$ cat src/rtl/vic_pkg.sv
package vic_pkg;

    localparam int VIC_NSRC  = 32;
    localparam int VIC_VEC_W = $clog2(VIC_NSRC);
    localparam int VIC_KEY_W = VIC_VEC_W + 2;
    localparam int VIC_NSER  = 4;
    localparam int VIC_SLOT_W = $clog2(VIC_NSER);
    localparam int VIC_UNNAMED_KEY = 2 * VIC_NSRC;

    typedef enum logic [1:0] {
        A_CFG  = 2'd0,
        A_MASK = 2'd1,
        A_ISR  = 2'd2,
        A_VEC  = 2'd3
    } vic_addr_e;

    // config layout: [16] enable, [15:13] level, [12:8] top source, [7:0] slots
    typedef struct packed {
        logic                                  en;
        logic [2:0]                            lvl;
        logic [VIC_VEC_W-1:0]                  top;
        logic [VIC_NSER-1:0][VIC_SLOT_W-1:0]   slot;
    } cfg_t;

    // smaller key means more urgent
    function automatic logic [VIC_KEY_W-1:0] rank_key(input int v, input cfg_t c, input int ser_base);
        int found;
        found = -1;
        if (v == int'(c.top)) return '0;
        if (v >= ser_base && v < ser_base + VIC_NSER) begin
            for (int s = VIC_NSER - 1; s >= 0; s--) begin
                if (int'(c.slot[s]) == v - ser_base) found = s;
            end
            if (found < 0) return VIC_KEY_W'(VIC_UNNAMED_KEY);
            return VIC_KEY_W'(ser_base + found + 1);
        end
        return VIC_KEY_W'(v + 1);
    endfunction

endpackage

$ cat src/rtl/vic_pending.sv
module vic_pending #(
    parameter int NSRC = vic_pkg::VIC_NSRC
) (
    input  logic            clk,
    input  logic            rst_n,
    input  logic [NSRC-1:0] set_i,
    input  logic [NSRC-1:0] clr_i,
    output logic [NSRC-1:0] pend_o
);

    localparam logic [NSRC-1:0] ERR_BIT = NSRC'(1);

    typedef struct packed {
        logic [NSRC-1:0] pend;
    } pst_t;

    pst_t s_d, s_q;

    always_comb begin
        s_d      = s_q;
        s_d.pend = (s_q.pend & ~clr_i) | (set_i & ~ERR_BIT);
    end

    always_ff @(posedge clk) begin
        if (!rst_n) s_q <= '0;
        else        s_q <= s_d;
    end

    assign pend_o = s_q.pend;

    assert_src0_never_pends_R2: assert property (@(posedge clk) disable iff (!rst_n)
        !s_q.pend[0]);

    assert_set_latches_R2: assert property (@(posedge clk) disable iff (!rst_n)
        (|(set_i & ~ERR_BIT)) |=> (|s_q.pend));

endmodule

$ cat src/rtl/vic_prio.sv
module vic_prio #(
    parameter int NSRC     = vic_pkg::VIC_NSRC,
    parameter int VEC_W    = vic_pkg::VIC_VEC_W,
    parameter int KEY_W    = vic_pkg::VIC_KEY_W,
    parameter int SER_BASE = 27
) (
    input  logic            [NSRC-1:0]  cand_i,
    input  vic_pkg::cfg_t               cfg_i,
    output logic                        any_o,
    output logic            [VEC_W-1:0] vec_o,
    output logic            [KEY_W-1:0] key_o
);

    logic [NSRC-1:0][KEY_W-1:0] keys;

    for (genvar g = 0; g < NSRC; g++) begin : g_key
        assign keys[g] = vic_pkg::rank_key(g, cfg_i, SER_BASE);
    end

    always_comb begin
        any_o = 1'b0;
        vec_o = '0;
        key_o = '1;
        for (int v = 0; v < NSRC; v++) begin
            if (cand_i[v] && (!any_o || keys[v] < key_o)) begin
                any_o = 1'b1;
                vec_o = VEC_W'(v);
                key_o = keys[v];
            end
        end
    end

    always_comb begin
        if (any_o) begin
            assert_win_is_candidate_R5: assert (cand_i[vec_o]);
        end
    end

endmodule

$ cat src/rtl/vic_top.sv
module vic_top #(
    parameter int NSRC     = vic_pkg::VIC_NSRC,
    parameter int SER_BASE = 27
) (
    input  logic        clk,
    input  logic        rst_n,
    input  logic        reg_wr,
    input  logic [1:0]  reg_addr,
    input  logic [31:0] reg_wdata,
    output logic [31:0] reg_rdata,
    input  logic [31:0] src_in,
    output logic        irq_req,
    output logic [2:0]  irq_level
);
    import vic_pkg::*;

    localparam int VEC_W   = $clog2(NSRC);
    localparam int KEY_W   = VEC_W + 2;
    localparam int VEC_LSB = 16 - VEC_W;
    localparam int CFG_W   = $bits(cfg_t);

    typedef struct packed {
        cfg_t             cfg;
        logic [NSRC-1:0]  mask;
        logic [NSRC-1:0]  isr;
        logic [VEC_W-1:0] vec;
    } st_t;

    st_t st_d, st_q;

    logic [NSRC-1:0]  pend, cand, pend_clr;
    logic             c_any, i_any, ack;
    logic [VEC_W-1:0] c_vec, i_vec;
    logic [KEY_W-1:0] c_key, i_key;

    assign cand = pend & st_q.mask;

    vic_pending #(.NSRC(NSRC)) u_pend (
        .clk    (clk),
        .rst_n  (rst_n),
        .set_i  (src_in[NSRC-1:0]),
        .clr_i  (pend_clr),
        .pend_o (pend)
    );

    vic_prio #(.NSRC(NSRC), .VEC_W(VEC_W), .KEY_W(KEY_W), .SER_BASE(SER_BASE)) u_cand_sel (
        .cand_i (cand),
        .cfg_i  (st_q.cfg),
        .any_o  (c_any),
        .vec_o  (c_vec),
        .key_o  (c_key)
    );

    vic_prio #(.NSRC(NSRC), .VEC_W(VEC_W), .KEY_W(KEY_W), .SER_BASE(SER_BASE)) u_isr_sel (
        .cand_i (st_q.isr),
        .cfg_i  (st_q.cfg),
        .any_o  (i_any),
        .vec_o  (i_vec),
        .key_o  (i_key)
    );

    assign ack = reg_wr && (vic_addr_e'(reg_addr) == A_VEC) && reg_wdata[0];

    always_comb begin
        st_d     = st_q;
        pend_clr = '0;
        if (reg_wr) begin
            case (vic_addr_e'(reg_addr))
                A_CFG:  st_d.cfg  = cfg_t'(reg_wdata[CFG_W-1:0]);
                A_MASK: st_d.mask = reg_wdata[NSRC-1:0];
                A_ISR:  st_d.isr  = st_q.isr & ~reg_wdata[NSRC-1:0];
                default: ;
            endcase
        end
        if (ack) begin
            if (c_any) begin
                st_d.vec        = c_vec;
                st_d.isr[c_vec] = 1'b1;
                pend_clr[c_vec] = 1'b1;
            end else begin
                st_d.vec = '0;
            end
        end
    end

    always_ff @(posedge clk) begin
        if (!rst_n) st_q <= '0;
        else        st_q <= st_d;
    end

    always_comb begin
        case (vic_addr_e'(reg_addr))
            A_CFG:   reg_rdata = 32'(st_q.cfg);
            A_MASK:  reg_rdata = 32'(st_q.mask);
            A_ISR:   reg_rdata = 32'(st_q.isr);
            default: reg_rdata = 32'({st_q.vec, {VEC_LSB{1'b0}}});
        endcase
    end

    assign irq_req   = st_q.cfg.en && c_any && (!i_any || c_key < i_key);
    assign irq_level = st_q.cfg.lvl;

    assert_ack_sets_isr_R7: assert property (@(posedge clk) disable iff (!rst_n)
        (ack && c_any) |=> st_q.isr[$past(c_vec)]);

    assert_err_vector_R8: assert property (@(posedge clk) disable iff (!rst_n)
        (ack && !c_any) |=> (st_q.vec == '0 && $stable(st_q.isr)));

    assert_isr_write_no_set_R10: assert property (@(posedge clk) disable iff (!rst_n)
        (reg_wr && vic_addr_e'(reg_addr) == A_ISR) |=> ((st_q.isr & ~$past(st_q.isr)) == '0));

    assert_isr_winner_valid_R10: assert property (@(posedge clk) disable iff (!rst_n)
        i_any |-> st_q.isr[i_vec]);

    assert_irq_needs_source_R4: assert property (@(posedge clk) disable iff (!rst_n)
        irq_req |-> (st_q.cfg.en && (|(pend & st_q.mask))));

endmodule

$ cat config.mk
export PLATFORM = sky130hd
export DESIGN_NAME = vic_top
export DESIGN_NICKNAME = d
export VERILOG_FILES = /design/src/rtl/vic_pkg.sv /design/src/rtl/vic_pending.sv /design/src/rtl/vic_prio.sv /design/src/rtl/vic_top.sv
export SDC_FILE = /design/constraint.sdc
export NUM_CORES = 1
export LEC_CHECK = 0
export BUFFER_PORTS_ARGS = -buffer_cell sky130_fd_sc_hd__buf_2
export CAP_MARGIN = 25
export CORE_ASPECT_RATIO = 0.6
export CORE_MARGIN = 1.5
export CORE_UTILIZATION = 30
export CTS_BUF_LIST = sky130_fd_sc_hd__clkbuf_2
export DETAILED_ROUTE_END_ITERATION = 16
export PLACE_DENSITY_LB_ADDON = 0.3
export RECOVER_POWER = 25
export SLEW_MARGIN = 20
export SYNTH_ARGS = -nofsm -noshare
export SYNTH_HDL_FRONTEND = slang
export SYNTH_SLANG_ARGS = --single-unit
$ cat constraint.sdc
create_clock -name clk -period 73 [get_ports clk]
set_input_delay 14.6 -clock clk [delete_from_list [all_inputs] [get_ports clk]]
set_output_delay 14.6 -clock clk [all_outputs]
set_load 0.02 [all_outputs]
## Word level (Yosys, flattened, before mapping)

Index checks and enable logic that the tools add are counted.

- Reduce and logical (&&, ||, !) cells: 201
- Equal/unequal tests: 46
- Multiplexer cells: 309
- Add/sub/neg operators: 8
- Bitwise logic cells: 7
- $lt $le $gt $ge: 69

Operator list:

| operator | number |
|---|---|
| $mux W7 | 140 |
| $mux W32 | 25 |
| $lt A7 B7 Y1 | 63 |
| $lt A32 B1 Y1 const B | 4 |
| $mux W1 | 110 |
| $and A32 B32 Y32 | 3 |
| $pmux W32 S3 | 1 |
| $mux W5 | 17 |
| $eq A5 B5 Y1 const A | 16 |
| $logic_and A1 B1 Y1 | 67 |
| $not A32 Y32 | 2 |
| $or A32 B32 Y32 | 2 |
| $logic_not A1 Y1 | 63 |
| $logic_or A1 B1 Y1 | 63 |
| $eq A4 B5 Y1 const A | 8 |
| $mux W37 | 1 |
| $mux W4 | 8 |
| $add A6 B7 Y7 const A | 4 |
| $add A7 B2 Y7 const B | 4 |
| $eq A2 B2 Y1 const B | 10 |
| $eq A3 B5 Y1 const A | 4 |
| $mux W3 | 4 |
| $eq A2 B1 Y1 const B | 5 |
| $eq A2 B5 Y1 const A | 2 |
| other kinds (8) | 14 |

- Output and inout bits: 36
- Register bits: 118
- Logic and storage cells: 651

## Depth between registers and ports, before layout

- Depth after elaboration: 137
- Gate-level depth with buffers: 214
- Depth with buffers taken out: 211

## Hierarchy

A second synthesis with hierarchy kept.

- Cell total of the unflattened synthesis: 2470
- Area, all modules: 17176.5 µm²

By module, submodules not included:

| module | seq. area each (µm²) | instances | cells each | area each (µm²) |
|---|---|---|---|---|
| vic_prio at u_cand_sel | 0.0 | 1 | 912 | 5941.9 |
| vic_prio at u_isr_sel | 0.0 | 1 | 911 | 5886.9 |
| vic_top | 1721.7 | 1 | 549 | 4236.6 |
| vic_pending | 640.6 | 1 | 98 | 1111.1 |

## Worst setup path before layout

OpenSTA, ideal clock, no wires.

- Path kind: reg2out
- Start point: reg st_q[79] in the netlist's numbering
- End point: out irq_req
- Setup slack: 18.807 ns
- Stages on the path, launching flop included: 196
- Required time: 58.400 ns
- Buffers on the path: 3
- Arrival time: 39.593 ns
- Cell sequence: dfxtp_1 -> or3_1 -> buf_2 -> o31ai_1 -> ha_1 -> o311ai_2 -> and3_1 -> nor2_1 -> o32a_1 -> ha_1 -> a21boi_0 -> inv_1 -> a311oi_2 -> nand2_1 -> a22o_1 -> ha_1 -> a211oi_1 -> a31oi_2 -> [... 160 more ...] -> o21a_1 -> o2111ai_1 -> nand2_1 -> a21oi_1 -> a211o_1 -> nand3_1 -> o41a_1 -> a21oi_1 -> a21boi_0 -> ha_1 -> a21o_1 -> a21o_1 -> a21oi_1 -> nand2_1 -> a21oi_1 -> a21oi_1 -> o21a_1 -> o22ai_1

- Longest elaborated chain between the ends: 131

Ends and longest elaborated chain:

| what | line | text |
|---|---|---|
| start, declared | vic_top.sv:29 | `st_t st_d, st_q;` |
| start signal, assigned | vic_top.sv:88 | `else st_q <= st_d;` |
| $logic_not A5 Y1 | vic_pkg.sv:29 | `if (v == int'(c.top)) return '0;` |
| $mux W1 | vic_pkg.sv:29 |  |
| $mux W7 | vic_pkg.sv:30 | `if (v >= ser_base && v < ser_base + VIC_NSER) begin` |
| $mux W7 | vic_prio.sv:25 | `if (cand_i[v] && (!any_o \|\| keys[v] < key_o)) begin` |
| $lt A7 B7 Y1 | vic_prio.sv:25 |  |
| $logic_or A1 B1 Y1 | vic_prio.sv:25 |  |
| $logic_and A1 B1 Y1 | vic_prio.sv:25 |  |
| $mux W7 or $mux W1 (tied branches) | vic_prio.sv:25 |  |
| [... 115 more ...] | - |  |
| $mux W7 or $mux W1 (tied branches) | vic_prio.sv:25 |  |
| $lt A7 B7 Y1 or $logic_not A1 Y1 (tied branches) | vic_prio.sv:25 |  |
| $logic_or A1 B1 Y1 | vic_prio.sv:25 |  |
| $logic_and A1 B1 Y1 | vic_prio.sv:25 |  |
| $mux W7 or $mux W1 (tied branches) | vic_prio.sv:25 |  |
| $lt A7 B7 Y1 or $logic_not A1 Y1 (tied branches) | vic_top.sv:100 | `assign irq_req = st_q.cfg.en && c_any && (!i_any \|\| c_key < i_key);` |
| $logic_or A1 B1 Y1 | vic_top.sv:100 |  |
| $logic_and A1 B1 Y1 (*) | vic_top.sv:100 |  |
| end, declared | vic_top.sv:12 | `output logic irq_req,` |

Every way passes the cells marked *; elsewhere a longest branch is shown, timed or not.

## Worst setup path in the final report

Same ends and word-level chain as after synthesis.

==> results.cfg <==
[sta]
skew_ns = 0.06062
tns_ns = 0
drv_slew = 121
worst_slew_pin_slew_ns = 3.732
period_share = 0.8857
hold_viol_final = 0
fmax_mhz = 15.47
rsz0062_at_grt = false
period_minus_slack_ns = 64.65
max_slew_margin = -1.488
finalSetupViolations = 0

[final_layout]
fin_util = 0.3364
fillers = 5455
drive_gt1_frac = 0.1195
ff_latch_area_sq_um = 2362
finalNetCount = 2466
synthToLayoutAreaGrowth_pct = 9.606
multi_input_area_sq_um = 12290

[yosys]
synthTopCellsByCount = 384 x nand2_1, 193 x nor2_1, 182 x a21oi_1, 142 x ha_1, 131 x o21ai_0
ys_ff_latch = 118
yosysMostFrequentCell = nand2_1
synthTopCellsByArea = dfxtp_1 15%, ha_1 12%, nand2_1 9.4%, a21oi_1 6.0%, nor2_1 4.7%
synth_enable_flop_cells = 0
yosysTopAreaCell = dfxtp_1
ys_seq_area_frac = 0.1545
synthArstFlopShare = 0
synthCells = 2186
synth_nets = 2397
synth_area_per_cell_sq_um = 6.996
syn_area_sq_um = 15290
ys_warn_count = 0
synth_top_flop_cell = dfxtp_1
synth.distinct_cells = 114
synth_top_area_share = 0.1545

[power]
vdd_drop_max_v = 0.00001129
p_sw_w = 0.00009061
power.density_nw_per_um2 = 12.33
pwr-share-clk = 0.221
power.internal_w = 0.0001161
p_leak_nw = 7.049
swShare = 0.4384
comb_power_share = 0.441
seqPwrFrac = 0.337

[global_route]
first_global_vias = 15840
antenna_found_initial = 5
grt_pass1_wl_mm = 94.55
grt_max_degree = 79
grt.total_usage = 0.2332
grt-ovfl-total = 0

[clock_network]
cts_hold_buf = 0
cts_buffers = 17
ctsHtreeMaxLevel = 4
cts_resized = 0
cts_root_buffer = clkbuf_2
worstSkewPairLatency_ns = 0.79
cts_num_sinks = 118
clk_pin_slew_ns = 0.22
post-cts-setup-buffers = 0
clock_path_buffers = 2
cts_tree = yes

[critical_path]
crit_family = compound AO/OA/AOI/OAI gates
cp_slowest_cell = a31oi_1
slowest_delay_ns = 0.75
critPathCaptureType = output pin
cp_data_required_time_ns = 58.40
path_class = reg -> out
cp_max_fo = 16
crit_path_start_kind = flip-flop
rrSetupSlack_ns = 24.17
rr_startpoint = st_q[79]$_SDFFE_PN0P_
rr_worst_depth = 189
r2r-end = u_pend.pend_o[1]$_SDFF_PN0_
cp_num_buf_inv = 7
cp.arrival_ns = 50.05

[route]
dr.pass1.iters = 5
route.vias.total = 17670
via_per_inst = 5.979
route.detailed.drc = 0
drt-initial-drc-count = 2174
postRouteAntennaNets = 0
wl_mm = 62.76
wire_per_inst_um = 21.24

[place]
gp_congestion = 1.023
io_buffer_count = 103
dp_hpwl_mm = 50.95

[die]
start_util = 0.3070
fp.dieW_um = 294.5
core_sq_um = 49820
rows = 63
pin_count = 105
chipHeight_um = 177.9
die_area_sq_um = 52380

[outcome]
status = finished with violations
violations = capacitance limit, slew limit

[min_path]
min_path_type = reg -> reg
hold_path_depth = 2
holdPathEnd = u_pend.pend_o[31]$_SDFF_PN0_
hp-start = u_pend.pend_o[31]$_SDFF_PN0_

[run]
maxCapViolCount = 2
## registers in the layout, summed over array words and instances (netlist names)
signal,flops
u_pend.pend_o,32
irq_level,3
st_q,83
## placed cells by master (no fill, tap or decap), types with 33 or more instances in the layout
| master | instances |
|---|---|
| o21a_1 | 37 |
| nand3_1 | 80 |
| dfxtp_1 | 118 |
| nor2_1 | 193 |
| nand2_1 | 384 |
| buf_2 | 101 |
| nor3_1 | 33 |
| a21oi_1 | 182 |
| ha_1 | 142 |
| o21ai_0 | 131 |
| a31oi_1 | 42 |
| inv_1 | 88 |
| nand2b_1 | 40 |
| and2_1 | 41 |
## cells by family after synthesis
kind of cell / Yosys count / share of synthesized area
simple gates: 930 / 0.2839
compound gates: 776 / 0.3607
buf+inv: 165 / 0.04189
fa+ha+maj: 142 / 0.1162
flops: 118 / 0.1545
mux: 55 / 0.04279
## worst max path at each step
stage	depth (start not counted)	end	slack [ns]	start
after CTS	198	irq_req	9.78	st_q[79]$_SDFFE_PN0P_
after global routing	201	irq_req	5.22	st_q[79]$_SDFFE_PN0P_
after detailed placement	198	irq_req	10.92	st_q[79]$_SDFFE_PN0P_
after floorplan	195	irq_req	18.81	st_q[79]$_SDFFE_PN0P_
final	198	irq_req	8.35	st_q[79]$_SDFFE_PN0P_
after global placement	199	irq_req	11.05	st_q[79]$_SDFFE_PN0P_
## power groups by stage
stage | combinational [W] | sequential (W) | clock, W
after floorplan | 0.0000635 | 0.0000694 | 0
after global routing | 0.000101 | 0.0000700 | 0.0000486
after global placement | 0.0000863 | 0.0000708 | 0
final | 0.0000912 | 0.0000697 | 0.0000457
after detailed placement | 0.0000883 | 0.0000709 | 0
after CTS | 0.0000888 | 0.0000696 | 0.0000463
## worst reg2reg max path, delay by kind of cell, from the launching register on
kind / cells / cell delay (ns)
and+or+nand+nor: 50 / 12.03
DFF: 1 / 0.62
muxes: 7 / 2.49
AOI/OAI and AO/OA: 100 / 25.39
buffers and inverters: 7 / 0.93
adders and majority gates: 25 / 7.17
## area by class of cell
type,instances,area share
repair buffers,124,0.03934
multi-input cells,1903,0.7335
inverters,91,0.02038
clock inverters,14,0.008809
well taps,682,0.05091
clock buffers,18,0.005375
flip-flops and latches,118,0.1409
diodes,5,0.0007465
## layer usage
metal | GRT usage | routed length (um) | share of wire | up-vias
li1 | - | - | - | 8373
met1 | 0.3521 | 30660 | 0.49 | 8385
met2 | 0.3250 | 24590 | 0.39 | 834
met3 | 0.05949 | 6334 | 0.10 | 75
met4 | 0.04790 | 1174 | 0.019 | 0
met5 | 0 | 0 | 0 | -
## stage by stage
stage               instances  hold WS [ns]  power (W)  worst slack (ns)  cell area, sq um
floorplan                2186        0.4284  0.0001329             18.81             15290
global placement         2917        0.4436  0.0001571             11.05             16510
detailed placement       2918        0.4456  0.0001592             10.92             16520
CTS                      2950        0.4667  0.0002047             9.778             16760
global route             2953        0.5023  0.0002194             5.223             16760
finish                   2955        0.4668  0.0002067             8.346             16760
Note: power is estimated with default switching activity, not from simulation.
